[src/rtl/mes_pkg.sv]
package mes_pkg;
   localparam int NSRC   = 4;
   localparam int SEL_W  = 4;
   localparam int IDX_W  = 18;
   localparam int CNT_W  = 8;
   localparam int SRC_W  = 2;

   localparam int SRC_TAG   = 0;
   localparam int SRC_DATA  = 1;
   localparam int SRC_SNOOP = 2;
   localparam int SRC_DIRTY = 3;

   typedef struct packed {
      logic             vld;
      logic [SRC_W-1:0] src;
      logic [SEL_W-1:0] sel;
      logic [IDX_W-1:0] idx;
   } cap_t;

   function automatic logic [6:0] ram_code(input logic [SRC_W-1:0] s);
      case (s)
         2'd0:    ram_code = 7'h10;
         2'd1:    ram_code = 7'h11;
         2'd2:    ram_code = 7'h12;
         default: ram_code = 7'h14;
      endcase
   endfunction
endpackage

[src/rtl/mes_prio_pick.sv]
module mes_prio_pick #(
   parameter int N   = 4,
   localparam int IW = (N > 1) ? $clog2(N) : 1
) (
   input  logic [N-1:0]  req,
   output logic [IW-1:0] gnt,
   output logic          any,
   output logic          multi
);
   initial begin
      if (N < 1) $error("mes_prio_pick: N must be at least 1");
   end

   always_comb begin
      gnt = '0;
      for (int i = N - 1; i >= 0; i--) begin
         if (req[i]) gnt = IW'(i);
      end
   end

   assign any   = |req;
   assign multi = |(req & (req - N'(1)));
endmodule

[src/rtl/mes_loc_cmp.sv]
module mes_loc_cmp #(
   parameter int SEL_W = 4,
   parameter int IDX_W = 18,
   parameter int SRC_W = 2,
   parameter int MY_SRC = 0
) (
   input  logic             vld,
   input  logic [SEL_W-1:0] sel,
   input  logic [IDX_W-1:0] idx,
   input  logic             cap_vld,
   input  logic [SRC_W-1:0] cap_src,
   input  logic [SEL_W-1:0] cap_sel,
   input  logic [IDX_W-1:0] cap_idx,
   output logic             hit,
   output logic             miss
);
   logic same;
   assign same = (cap_src == SRC_W'(MY_SRC)) && (sel == cap_sel) && (idx == cap_idx);
   assign hit  = vld && cap_vld && same;
   assign miss = vld && !(cap_vld && same);
endmodule

[src/rtl/mes_sat_cnt.sv]
module mes_sat_cnt #(
   parameter int W = 8
) (
   input  logic         clk,
   input  logic         rst_n,
   input  logic         clr,
   input  logic         inc,
   output logic [W-1:0] q
);
   localparam logic [W-1:0] MAXV = {W{1'b1}};

   initial begin
      if (W < 1) $error("mes_sat_cnt: W must be at least 1");
   end

   always_ff @(posedge clk or negedge rst_n) begin
      if (!rst_n)                 q <= '0;
      else if (clr)               q <= '0;
      else if (inc && q != MAXV)  q <= q + W'(1);
   end

   p_sat_hold_r8: assert property (@(posedge clk) disable iff (!rst_n)
      (q == MAXV && !clr) |=> (q == MAXV));
   p_step_one_r7: assert property (@(posedge clk) disable iff (!rst_n)
      !clr |=> (q == $past(q) || q == $past(q) + W'(1)));
endmodule

[src/rtl/mes_syndrome.sv]
module mes_syndrome
   import mes_pkg::*;
#(
   parameter int SNOOP_SRC = SRC_SNOOP,
   localparam int SELS_W = NSRC * SEL_W,
   localparam int IDXS_W = NSRC * IDX_W
) (
   input  logic              clk,
   input  logic              rst_n,
   input  logic [NSRC-1:0]   err_vld,
   input  logic [SELS_W-1:0] err_sel,
   input  logic [IDXS_W-1:0] err_idx,
   input  logic              reg_wr,
   output logic [63:0]       reg_rdata
);
   initial begin
      if (IDX_W > 18)  $error("mes_syndrome: index field is 18 bits");
      if (SEL_W != 4)  $error("mes_syndrome: selector field is 4 bits");
      if (CNT_W > 8)   $error("mes_syndrome: counter fields are 8 bits");
      if (SNOOP_SRC >= NSRC) $error("mes_syndrome: bad snoop source");
   end

   logic [SEL_W-1:0] sel_n [NSRC];
   logic [IDX_W-1:0] idx_s [NSRC];
   logic [NSRC-1:0]  hit, miss;
   cap_t             cap_q;

   for (genvar i = 0; i < NSRC; i++) begin : g_src
      if (i == SNOOP_SRC) begin : g_snoop
         assign sel_n[i] = {1'b0, err_sel[i*SEL_W +: SEL_W-1]};
      end else begin : g_way
         assign sel_n[i] = err_sel[i*SEL_W +: SEL_W];
      end
      assign idx_s[i] = err_idx[i*IDX_W +: IDX_W];

      mes_loc_cmp #(
         .SEL_W(SEL_W), .IDX_W(IDX_W), .SRC_W(SRC_W), .MY_SRC(i)
      ) u_cmp (
         .vld(err_vld[i]), .sel(sel_n[i]), .idx(idx_s[i]),
         .cap_vld(cap_q.vld), .cap_src(cap_q.src),
         .cap_sel(cap_q.sel), .cap_idx(cap_q.idx),
         .hit(hit[i]), .miss(miss[i])
      );
   end

   logic [SRC_W-1:0] win;
   logic             any_err, multi_err;

   mes_prio_pick #(.N(NSRC)) u_pick (
      .req(err_vld), .gnt(win), .any(any_err), .multi(multi_err)
   );

   logic take;
   assign take = !reg_wr && !cap_q.vld && any_err;

   always_ff @(posedge clk or negedge rst_n) begin
      if (!rst_n) begin
         cap_q <= '0;
      end else if (reg_wr) begin
         cap_q <= '0;
      end else if (take) begin
         cap_q.vld <= 1'b1;
         cap_q.src <= win;
         cap_q.sel <= sel_n[win];
         cap_q.idx <= idx_s[win];
      end
   end

   logic             rep_inc, oth_inc;
   logic [CNT_W-1:0] rep_q, oth_q;

   assign rep_inc = cap_q.vld && (|hit);
   assign oth_inc = cap_q.vld ? (|miss) : multi_err;

   mes_sat_cnt #(.W(CNT_W)) u_rep (
      .clk(clk), .rst_n(rst_n), .clr(reg_wr), .inc(rep_inc), .q(rep_q)
   );
   mes_sat_cnt #(.W(CNT_W)) u_oth (
      .clk(clk), .rst_n(rst_n), .clr(reg_wr), .inc(oth_inc), .q(oth_q)
   );

   always_comb begin
      reg_rdata        = '0;
      reg_rdata[47:40] = 8'(oth_q);
      reg_rdata[39:32] = 8'(rep_q);
      reg_rdata[31]    = cap_q.vld;
      reg_rdata[30:24] = cap_q.vld ? ram_code(cap_q.src) : 7'h00;
      reg_rdata[21:18] = cap_q.sel;
      reg_rdata[17:0]  = 18'(cap_q.idx);
   end

   p_sticky_r3: assert property (@(posedge clk) disable iff (!rst_n)
      (reg_rdata[31] && !reg_wr) |=> $stable(reg_rdata[31:0]));
   p_clear_r9: assert property (@(posedge clk) disable iff (!rst_n)
      reg_wr |=> (reg_rdata == 64'h0));
   p_first_sets_r2: assert property (@(posedge clk) disable iff (!rst_n)
      (!reg_rdata[31] && !reg_wr && |err_vld) |=> reg_rdata[31]);
   p_snoop_sel_r5: assert property (@(posedge clk) disable iff (!rst_n)
      (reg_rdata[30:24] == 7'h12) |-> !reg_rdata[21]);
   always_comb begin
      p_reserved_r10: assert (reg_rdata[63:48] == 16'h0 && reg_rdata[23:22] == 2'b00);
   end
endmodule

[config.mk]
export PLATFORM = sky130hd
export DESIGN_NAME = mes_syndrome
export DESIGN_NICKNAME = d
export VERILOG_FILES = /design/src/rtl/mes_pkg.sv /design/src/rtl/mes_prio_pick.sv /design/src/rtl/mes_loc_cmp.sv /design/src/rtl/mes_sat_cnt.sv /design/src/rtl/mes_syndrome.sv
export SDC_FILE = /design/constraint.sdc
export NUM_CORES = 1
export LEC_CHECK = 0
export BUFFER_PORTS_ARGS = -buffer_cell sky130_fd_sc_hd__buf_2
export CAP_MARGIN = 30
export CORE_MARGIN = 2
export CORE_UTILIZATION = 40
export DETAILED_ROUTE_END_ITERATION = 6
export PLACE_DENSITY = 0.76
export REMOVE_ABC_BUFFERS = 1
export SLEW_MARGIN = 20
export SYNTH_ARGS = -nofsm -noshare
export SYNTH_HDL_FRONTEND = slang
export SYNTH_HIERARCHICAL = 1
export SYNTH_SLANG_ARGS = --single-unit
[constraint.sdc]
create_clock -name clk -period 6.35 [get_ports clk]
set_input_delay 1.5875 -clock clk [delete_from_list [all_inputs] [get_ports clk]]
set_output_delay 1.5875 -clock clk [all_outputs]
set_load 0.01 [all_outputs]
# After elaboration in Yosys (flattened, before gate mapping)
# Cells that the tools add are included.
word_totals:
  input_bits: 95
  out_inout_bits: 64
  reg_bits: 41
  wordCells: 87
op_classes:
  order_cmp: 1
  mux: 19
  n_reduce_logical: 43
  add_sub_neg: 3
  n_bitwise: 2
  eq_ne: 13
op_table:
  columns: ["op", "count"]
  rows:
  - ["== test 18 bit", 4]
  - ["two-way mux 25 bit", 2]
  - ["binary-select mux 18 bit (select 2 bit)", 1]
  - ["two-way mux 18 bit", 2]
  - ["two-way mux 8 bit", 4]
  - ["logical AND 1 bit", 29]
  - ["adder 8 x 1 -> 8 bit (second input constant)", 2]
  - ["!= test 8 bit (second input constant)", 2]
  - ["OR reduction 4 bit", 4]
  - ["== test 4 bit", 3]
  - ["one-hot mux 3 bit (3 select lines)", 1]
  - ["binary-select mux 4 bit (select 2 bit)", 1]
  - ["two-way mux 2 bit", 4]
  - ["two-way mux 4 bit", 2]
  - ["two-way mux 7 bit", 1]
  - ["logical NOT 1 bit", 6]
  - ["nonzero test 2 bit", 3]
  - ["AND 4 bit", 1]
  - ["== test 2 bit (second input constant)", 2]
  - ["== test 3 x 4 -> 1 bit", 1]
  - ["subtractor 4 x 1 -> 4 bit (second input constant)", 1]
  - [">= comparator 3 bit (second input constant)", 1]
  - ["inverter 2 -> 3 bit", 1]
  - ["== test 2 x 1 -> 1 bit (second input constant)", 1]
  - ["other kinds (2)", 2]

# Logic depth before layout (Yosys ltp)
# Gate-level depths: netlist of run 1.
logic_depth:
  ltp_word: 11
  depth_mapped: 10
  ltp_nobuf: 9

# Cells and area by module
# The synthesis of run 1 kept the hierarchy.
modules_own_cells:
  columns: ["module", "instances", "area_each_um2", "seq_area_each_um2", "cells_per_inst"]
  rows:
  - ["mes_syndrome", 1, 1901.8, 625.6, 191]
  - ["mes_sat_cnt", 2, 464.2, 200.2, 49]
  - ["mes_loc_cmp at g_src[1].u_cmp ...", 2, 275.3, 0.0, 33]
  - ["mes_loc_cmp at g_src[0].u_cmp", 1, 267.8, 0.0, 34]
  - ["mes_loc_cmp at g_src[3].u_cmp", 1, 265.3, 0.0, 33]
  - ["mes_prio_pick", 1, 47.5, 0.0, 10]

# Worst setup path before layout of run 1
# Ideal clock, no wire load.
synth_path:
  kind: "in2reg"
  start: "input err_idx[20]"
  end: "register u_rep.q[7]"
  t_required_ns: 6.256
  slack_ns: 3.026
  setup_ns: 0.094
  arrival_time_ns: 3.230
  path_buffers: 1
  path_stages: 9
  cell_sequence: "xnor2_1 nand4b_1 nor4_2 and4_1 o41a_1 buf_2 nand3_1 or3_1 a211oi_1"
synth_between:
  elab_chain_cells: 7
synth_rtl:
  columns: ["element", "line", "source"]
  rows:
  - ["start, declared", "mes_syndrome.sv:12", "input logic [IDXS_W-1:0] err_idx,"]
  - ["== test 18 bit", "mes_loc_cmp.sv:18", "assign same = (cap_src == SRC_W'(MY_SRC)) && (sel == cap_sel) && (idx == cap_idx);"]
  - ["logical AND 1 bit", "mes_loc_cmp.sv:18", null]
  - ["logical AND 1 bit", "mes_loc_cmp.sv:19", "assign hit = vld && cap_vld && same;"]
  - ["via hit[1]", "mes_syndrome.sv:25", "logic [NSRC-1:0] hit, miss;"]
  - ["OR reduction 4 bit", "mes_syndrome.sv:72", "assign rep_inc = cap_q.vld && (|hit);"]
  - ["logical AND 1 bit", "mes_syndrome.sv:72", null]
  - ["via rep_inc", "mes_syndrome.sv:69", "logic rep_inc, oth_inc;"]
  - ["logical AND 1 bit", "mes_sat_cnt.sv:19", "else if (inc && q != MAXV) q <= q + W'(1);"]
  - ["nonzero test 2 bit (no line)", null, null]
  - ["end signal, assigned", "mes_sat_cnt.sv:19", null]
  - ["end, declared", "mes_sat_cnt.sv:8", "output logic [W-1:0] q"]
# The timed path passes the listed nets, and every way through them passes these cells.
# A chain may end at the register's enable or synchronous reset.

# Worst setup path in the final report of run 1
layout_path:
  start: "input err_sel[15]"
  end: "register u_rep.q[5]"
layout_between:
  elab_chain_cells: 8
layout_rtl:
  columns: ["element", "line", "source"]
  rows:
  - ["start, declared", "mes_syndrome.sv:11", "input logic [SELS_W-1:0] err_sel,"]
  - ["== test 4 bit", "mes_loc_cmp.sv:18", null]
  - ["logical AND 1 bit (2 in a row)", "mes_loc_cmp.sv:18", null]
  - ["logical AND 1 bit", "mes_loc_cmp.sv:19", null]
  - ["via hit[3]", "mes_syndrome.sv:25", null]
  - ["OR reduction 4 bit", "mes_syndrome.sv:72", null]
  - ["logical AND 1 bit", "mes_syndrome.sv:72", null]
  - ["via rep_inc", "mes_syndrome.sv:69", null]
  - ["logical AND 1 bit", "mes_sat_cnt.sv:19", null]
  - ["nonzero test 2 bit (no line)", null, null]
# The timed path passes the listed nets, and every way through them passes these cells.

==> results.json, run 1 <==
{
  "timing.fmax_ghz": 0.261,
  "tns_ns": 0,
  "drt-initial-drc-count": 112,
  "drive_gt1_frac": 0.311,
  "final_area_um2": 4690,
  "die_h_um": 104,
  "initial_core_util": 0.409,
  "fill_cells": 926,
  "placementRows": 36,
  "io_buffers": 136,
  "total_power_mw": 0.795,
  "worstPathArrival_ns": 4.00,
  "synth_ff_type": "dfrtp_1",
  "drcViolationCount": 0,
  "p_sw_mw": 0.246,
  "antenna_left": 0,
  "status": "complete, no violations",
  "wl_per_cell_um": 15.3,
  "routed-via-count": 3507,
  "fin_nets": 637,
  "report.final.setup_viol": 0,
  "rr_startpoint": "reg_rdata[21]$_DFFE_PN0P_",
  "multiInputGateArea_um2": 2560,
  "slew_headroom": 0.523,
  "syn-instance-count": 432,
  "rrSetupSlack_ns": 3.38,
  "first_global_vias": 3457,
  "rsz0062_at_grt": "no",
  "p_int_mw": 0.549,
  "antenna_cells": 0,
  "swShare": 0.309,
  "ys_seq_elements": 41,
  "worstPathRequired_ns": 6.51,
  "ys_warn_count": 6,
  "pre_cts_ws_ns": 2.31,
  "postCtsHoldBufs": 0,
  "worst_slack_ns": 2.52,
  "cts_setup_buffers": 0,
  "ir_worst_vdd_mv": 0.0921,
  "worst_slew_pin_slew_ns": 0.716,
  "fin_skew_ns": 0.00524,
  "timing.hold.ws_ns": 0.582,
  "synth_cell_types": 46,
  "power.share.sequential": 0.388,
  "regArea_um2": 1030,
  "p_clk_frac": 0.318,
  "timing.rr.end": "u_rep/q[5]$_DFFE_PN0P_",
  "clk_pin_slew_ns": 0.08,
  "grt_max_degree": 30,
  "globalplace.congestion": 0.879,
  "clock_latency_ns": 0.30,
  "reg2reg_depth": 8,
  "final_common_cell": "buf_2",
  "critPathMaxFanout": 9,
  "ios": 159,
  "die_w_um": 104,
  "htree_num_levels": 2,
  "min_from": "u_rep/q[7]$_DFFE_PN0P_",
  "grt_pass1_wl_um": 16400,
  "placed_area_um2": 4540,
  "synth_seq_area_share": 0.259,
  "cts.path.max_buffers": 2,
  "slew_viol_final": 0,
  "cap_violations": 0,
  "clock-root-buffer": "clkbuf_8",
  "hp-class": "register to register",
  "cts_made_buffers": 5,
  "finalHoldViolCount": 0,
  "critPathKind": "primary input to register",
  "wl_um": 10300,
  "layout_common_cells": "buf_2, xnor2_1, mux2i_1",
  "die_area_um2": 10700,
  "synth-edff-count": 0,
  "fin_crit_ns": 3.83,
  "area_growth_pct": 18.4,
  "power.density_nw_per_um2": 169,
  "drtPass1Iterations": 4,
  "period_share": 0.604,
  "power_leakage_nw": 2.27,
  "critPathCaptureType": "register",
  "cts_resized": 0,
  "async_flop_share": 1.00,
  "start_kind": "primary input",
  "cts_tree": "built",
  "place_hpwl_um": 8040,
  "min_to": "u_rep/q[7]$_DFFE_PN0P_",
  "whs_path_depth": 2,
  "antenna_found_initial": 0,
  "syn_area_um2": 3960,
  "grt-ovfl-total": 0,
  "viasPerCell": 5.20,
  "grt_use_total": 0.187,
  "clock_sinks": 41,
  "syn_avg_cell_area_um2": 9.17,
  "p_comb_frac": 0.294,
  "core_um2": 9680
}
==> power by group through the flow <==
stage	registers [mW]	logic (mW)	clock network, mW
2_1_floorplan	0.316	0.136	0
3_3_place_gp	0.312	0.223	0
3_5_place_dp	0.314	0.233	0
4_1_cts	0.309	0.234	0.263
5_1_grt	0.313	0.255	0.275
6_report	0.309	0.233	0.253
==> worst max path at each step <==
stage	startpoint	end	slack, ns	depth (start not counted)
after floorplan	err_vld[2]	reg_rdata[21]$_DFFE_PN0P_	0.65	5
after global placement	err_sel[15]	u_rep/q[7]$_DFFE_PN0P_	2.43	9
after detailed placement	err_sel[15]	u_rep/q[5]$_DFFE_PN0P_	2.31	9
after CTS	err_sel[15]	u_rep/q[5]$_DFFE_PN0P_	2.63	9
after global routing	err_sel[15]	u_rep/q[5]$_DFFE_PN0P_	2.53	9
final	err_sel[15]	u_rep/q[5]$_DFFE_PN0P_	2.52	9
==> flip-flops by register name, indices dropped and copies added (netlist names) <==
signal and count:
u_rep/q 8, u_oth/q 8, cap_q 2, reg_rdata 23
==> stage by stage <==
step                utilization  cells
floorplan                     -    392
global placement          0.463    662
detailed placement        0.469    665
CTS                       0.483    673
global route              0.484    674
finish                    0.484    674
==> cells by family (layout without fill, tap and decap cells) <==
logic type / Yosys count / count (layout) / share of synthesized area
xor gates and xnor gates: 88 / 88 / 0.198
DFF: 41 / 41 / 0.259
AOI/OAI and AO/OA: 70 / 70 / 0.121
muxes: 50 / 50 / 0.128
and+or+nand+nor: 110 / 110 / 0.170
buffers and inverters: 70 / 158 / 0.117
other: 1 / 22 / 0.000947
adders and majority gates: 2 / 2 / 0.00632
==> worst max-delay path, cell delays in order <==
cell,delay (ns)
buf_2,0.11
xnor2_1,0.20
nand4_1,0.15
nor4_1,0.46
and4_1,0.28
o41a_1,0.38
nand3_1,0.20
a2111oi_0,0.53
nor3b_1,0.11
==> final cells by class <==
cell class / count / share of cell area
clock inverters: 3 / 0.0139
clock buffers: 5 / 0.0147
multi-input cells: 342 / 0.547
well taps: 133 / 0.0355
inverters: 9 / 0.00720
flip-flops and latches: 41 / 0.219
repair buffers: 141 / 0.163
==> synthesized netlist by cell type (8+ instances only) <==
cell | count | area [um2]
mux2i_1 | 46 | 460
a21oi_1 | 9 | 45.0
a21o_1 | 20 | 150
o22ai_1 | 20 | 125
nand4_1 | 19 | 119
buf_4 | 45 | 338
nand2_1 | 8 | 30.0
xnor2_1 | 68 | 596
xor2_1 | 18 | 158
nor3_1 | 9 | 45.0
nor2_1 | 21 | 78.8
inv_1 | 9 | 33.8
dfrtp_1 | 41 | 1030
==> per-layer routing <==
| layer | share of wire | GRT usage | wire (um) |
|---|---|---|---|
| met5 | 0 | 0 | 0 |
| met4 | 0.015 | 0.0541 | 156 |
| met3 | 0.068 | 0.0453 | 706 |
| met2 | 0.51 | 0.333 | 5230 |
| met1 | 0.41 | 0.223 | 4220 |
(Power assumes the default switching activity.)
==> run 2: changes to the inputs <==
==> constraint.sdc (replaced) <==
create_clock -name clk -period 3.99 [get_ports clk]
set_input_delay 0.9975 -clock clk [delete_from_list [all_inputs] [get_ports clk]]
set_output_delay 0.9975 -clock clk [all_outputs]
set_load 0.01 [all_outputs]
==> results.json, run 2 (synthesis gave the netlist of run 1 again) <==
{
  "drive_gt1_frac": 0.307,
  "timing.hold.ws_ns": 0.581,
  "critPathKind": "primary input to register",
  "antenna_cells": 0,
  "cap_violations": 0,
  "regArea_um2": 1030,
  "clock-root-buffer": "clkbuf_8",
  "crit_path_cell_trace": "buf_2 > xnor2_1 > nand4_1 > nor4_1 > and4_1 > o41a_1 > nand3_1 > a2111oi_0 > nor3b_1",
  "final_common_cell": "buf_2",
  "htree_num_levels": 2,
  "die_area_um2": 10700,
  "post-route-util": 0.476,
  "wl_per_cell_um": 15.4,
  "cts_tree": "built",
  "antenna_left": 0,
  "clock_sinks": 41,
  "cts.path.max_buffers": 2,
  "slew_headroom": 0.532,
  "rsz0062_at_grt": "no",
  "area_growth_pct": 16.4,
  "finalHoldViolCount": 0,
  "grt-ovfl-total": 0,
  "drcViolationCount": 0,
  "postCtsHoldBufs": 0,
  "antenna_found_initial": 0,
  "worstPathRequired_ns": 4.15,
  "drt-initial-drc-count": 127,
  "cts_made_buffers": 5,
  "fill_cells": 926,
  "worstPathArrival_ns": 3.42,
  "rr_startpoint": "reg_rdata[21]$_DFFE_PN0P_",
  "routed-via-count": 3510,
  "slew_viol_final": 0,
  "cts_resized": 0,
  "critPathCaptureType": "register",
  "drtPass1Iterations": 4,
  "core_um2": 9680,
  "placementRows": 36,
  "ir_worst_vdd_mv": 0.130,
  "power.density_nw_per_um2": 248,
  "fin_nets": 637,
  "die_h_um": 104,
  "report.final.setup_viol": 0,
  "grt_pass1_wl_um": 16800,
  "worst_slew_pin_slew_ns": 0.701,
  "slowest_stage": "nor4_1",
  "die_w_um": 104,
  "critPathMaxFanout": 9,
  "place_hpwl_um": 8110,
  "fin_skew_ns": 0.0116,
  "fin_crit_ns": 3.26,
  "io_buffers": 136,
  "clock_latency_ns": 0.30,
  "viasPerCell": 5.22,
  "largest_reg_flops": 23,
  "globalplace.congestion": 0.875,
  "initial_core_util": 0.409,
  "start_kind": "primary input",
  "layout_common_cells": "buf_2, xnor2_1, mux2i_1",
  "grt_max_degree": 30,
  "wl_um": 10400,
  "power_leakage_nw": 2.23,
  "hp-class": "register to register",
  "first_global_vias": 3513,
  "status": "complete, no violations",
  "ios": 159,
  "max_stage_delay_ns": 0.50,
  "grt_use_total": 0.190,
  "cts_setup_buffers": 0,
  "period_share": 0.817,
  "multiInputGateArea_um2": 2560,
  "clk_pin_slew_ns": 0.07,
  "timing.fmax_ghz": 0.307,
  "min_from": "u_rep/q[7]$_DFFE_PN0P_",
  "crit_path_start": "err_sel[15]"
}
-- run 2: cell types whose count changed in the layout (fill, tap and decap cells not counted), sizes merged --
| cell | before | now |
|---|---|---|
| clkinv | 1 | 0 |
| bufinv | 2 | 0 |
| clkbuf | 5 | 7 |
-- run 2: power by group --
group | switching [mW] | total (mW) | internal [mW]
Clock | 0.148 | 0.286 | 0.138
Sequential | 0.0536 | 0.492 | 0.439
Combinational | 0.184 | 0.367 | 0.184
Total | 0.385 | 1.15 | 0.760
-- run 2: final cells by class --
class | count | area share
clock buffers | 7 | 0.0187
inverters | 9 | 0.00733
multi-input cells | 342 | 0.556
flip-flops and latches | 41 | 0.222
well taps | 133 | 0.0361
repair buffers | 141 | 0.159
-- run 2: routing by layer --
metal	global-route usage	wire length, um
met5	0	0
met1	0.216	4240
met3	0.0529	682
met2	0.341	5290
met4	0.0666	169
-- run 2: through the flow --
stage / worst slack (ns) / cells / TNS (ns) / cell area [um2] / power, mW
global placement: 0.681 / 664 / 0 / 4490 / 0.852
finish: 0.729 / 673 / 0 / 4610 / 1.15
CTS: 0.806 / 672 / 0 / 4600 / 1.16
detailed placement: 0.494 / 665 / 0 / 4510 / 0.867
global route: 0.662 / 673 / 0 / 4610 / 1.21
floorplan: -1.12 / 392 / -22.38 / 3610 / 0.719
-- run 2: worst max-delay path, delay by kind of cell --
family	cells	cell delay [ns]
compound gates	2	0.85
buf+inv	1	0.11
xor+xnor	1	0.22
simple gates	5	1.23
-- run 2: path summary, 6_finish.rpt --
path                                             to  slack [ns]  cells past startpoint
setup / recovery             u_rep/q[5]$_DFFE_PN0P_        0.73                      9
hold / removal               u_rep/q[7]$_DFFE_PN0P_        0.58                      2
setup reg to reg             u_rep/q[5]$_DFFE_PN0P_        1.00                      8
hold reg to reg              u_rep/q[7]$_DFFE_PN0P_        0.58                      2
max in group asynchronous    u_oth/q[6]$_DFFE_PN0P_        2.92                      2
min in group asynchronous  reg_rdata[8]$_DFFE_PN0P_        0.59                      1
==> run 3: changes to the inputs <==
==> constraint.sdc (replaced) <==
create_clock -name clk -period 3.3 [get_ports clk]
set_input_delay 0.825 -clock clk [delete_from_list [all_inputs] [get_ports clk]]
set_output_delay 0.825 -clock clk [all_outputs]
set_load 0.01 [all_outputs]
==> results.json, run 3 (synthesis gave the netlist of run 1 again) <==
{
  "placementRows": 36,
  "worst_slack_ns": 0.460,
  "layout_common_cells": "buf_2, xnor2_1, mux2i_1",
  "wl_per_cell_um": 15.8,
  "placed_area_um2": 4540,
  "io_buffers": 136,
  "die_w_um": 104,
  "cts_setup_buffers": 0,
  "power.density_nw_per_um2": 318,
  "drt-initial-drc-count": 189,
  "wl_um": 10700,
  "cts_tree": "built",
  "antenna_found_initial": 1,
  "htree_num_levels": 2,
  "use_met3": 0.0491,
  "drtPass1Iterations": 6,
  "finalHoldViolCount": 0,
  "rsz0062_at_grt": "no",
  "slowest_stage": "nor4_1",
  "antenna_left": 0,
  "fin_skew_ns": 0.00595,
  "busiest_layer": "met2",
  "antenna_cells": 0,
  "postCtsHoldBufs": 0,
  "cp_top_family": "simple AND/OR/NAND/NOR gates",
  "final_area_um2": 4660,
  "placed_cells": 668,
  "die_h_um": 104,
  "crit_path_cell_trace": "buf_2 > xnor2_1 > nand4_1 > nor4_1 > and4_1 > o41a_1 > nand3_1 > a2111oi_0 > nor3b_1",
  "first_global_vias": 3587,
  "grt_max_degree": 31,
  "hp-class": "primary input to asynchronous set/reset pin",
  "clock_latency_ns": 0.30,
  "status": "complete, no violations",
  "post-route-util": 0.481,
  "max_stage_delay_ns": 0.47,
  "cts.path.max_buffers": 2,
  "period_share": 0.860,
  "timing.hold.ws_ns": 0.435,
  "ios": 159,
  "cts_resized": 0,
  "cap_violations": 0,
  "critPathCaptureType": "register",
  "drive_gt1_frac": 0.313,
  "total_power_mw": 1.48,
  "clock-root-buffer": "clkbuf_8",
  "largest_reg_flops": 23,
  "layout.cells.non_filler": 676,
  "start_kind": "primary input",
  "grt_use_total": 0.191,
  "viasPerCell": 5.31,
  "drcViolationCount": 0,
  "fin_nets": 639,
  "grt-ovfl-total": 0,
  "globalplace.congestion": 0.877,
  "grt_use_met2": 0.360,
  "area_growth_pct": 17.6,
  "routed-via-count": 3592,
  "ir_worst_vdd_mv": 0.153,
  "tns_ns": 0,
  "worst_slew_pin_slew_ns": 0.691,
  "report.final.setup_viol": 0,
  "worstPathArrival_ns": 3.00,
  "fin_crit_ns": 2.84,
  "clock_sinks": 41,
  "cts_made_buffers": 5,
  "critPathKind": "primary input to register",
  "timing.fmax_ghz": 0.352,
  "slew_viol_final": 0,
  "grt_pass1_wl_um": 16900,
  "critical_path_buf_inv_count": 1,
  "core_um2": 9680,
  "initial_core_util": 0.409,
  "crit_path_start": "err_sel[15]",
  "place_hpwl_um": 8220,
  "grt_use_met1": 0.213,
  "rr_startpoint": "reg_rdata[21]$_DFFE_PN0P_",
  "slew_headroom": 0.539,
  "worstPathRequired_ns": 3.46,
  "final_common_cell": "buf_2",
  "critPathMaxFanout": 4,
  "pre_cts_ws_ns": 0.208,
  "die_area_um2": 10700,
  "power_leakage_nw": 2.25,
  "clk_pin_slew_ns": 0.08
}
## run 3: changes by cell type in the layout (fill, tap and decap cells not counted), sizes merged
cell / delta
clkinvlp: +1
buf: +2
bufinv: +1
clkbuf: -1
## run 3: worst paths after layout
kind                                                   to  slack, ns  cells past startpoint
min in group clk                   u_oth/q[7]$_DFFE_PN0P_       0.58                      2
worst max register to register     u_rep/q[5]$_DFFE_PN0P_       0.57                      8
worst max-delay path               u_rep/q[5]$_DFFE_PN0P_       0.46                      9
worst min register to register     u_oth/q[7]$_DFFE_PN0P_       0.58                      2
max in group asynchronous       reg_rdata[21]$_DFFE_PN0P_       2.38                      2
worst min-delay path             reg_rdata[8]$_DFFE_PN0P_       0.44                      1
## run 3: layout make-up
cell class | count | area (um2)
clock buffers | 6 | 82.6
repair buffers | 143 | 746
clock inverters | 2 | 37.5
inverters | 9 | 33.8
well taps | 133 | 166
multi-input cells | 342 | 2560
fillers | 935 | 5030
flip-flops and latches | 41 | 1030
## run 3: metal layers
layer  up-vias  wire (um)
li1       1710          -
met1      1726       4290
met2       136       5500
met3        20        690
met4         0        174
met5         -          0
## run 3: where the power goes
part           switching [mW]  internal (mW)
clock                   0.190          0.246
combinational           0.226          0.222
sequential             0.0639          0.530
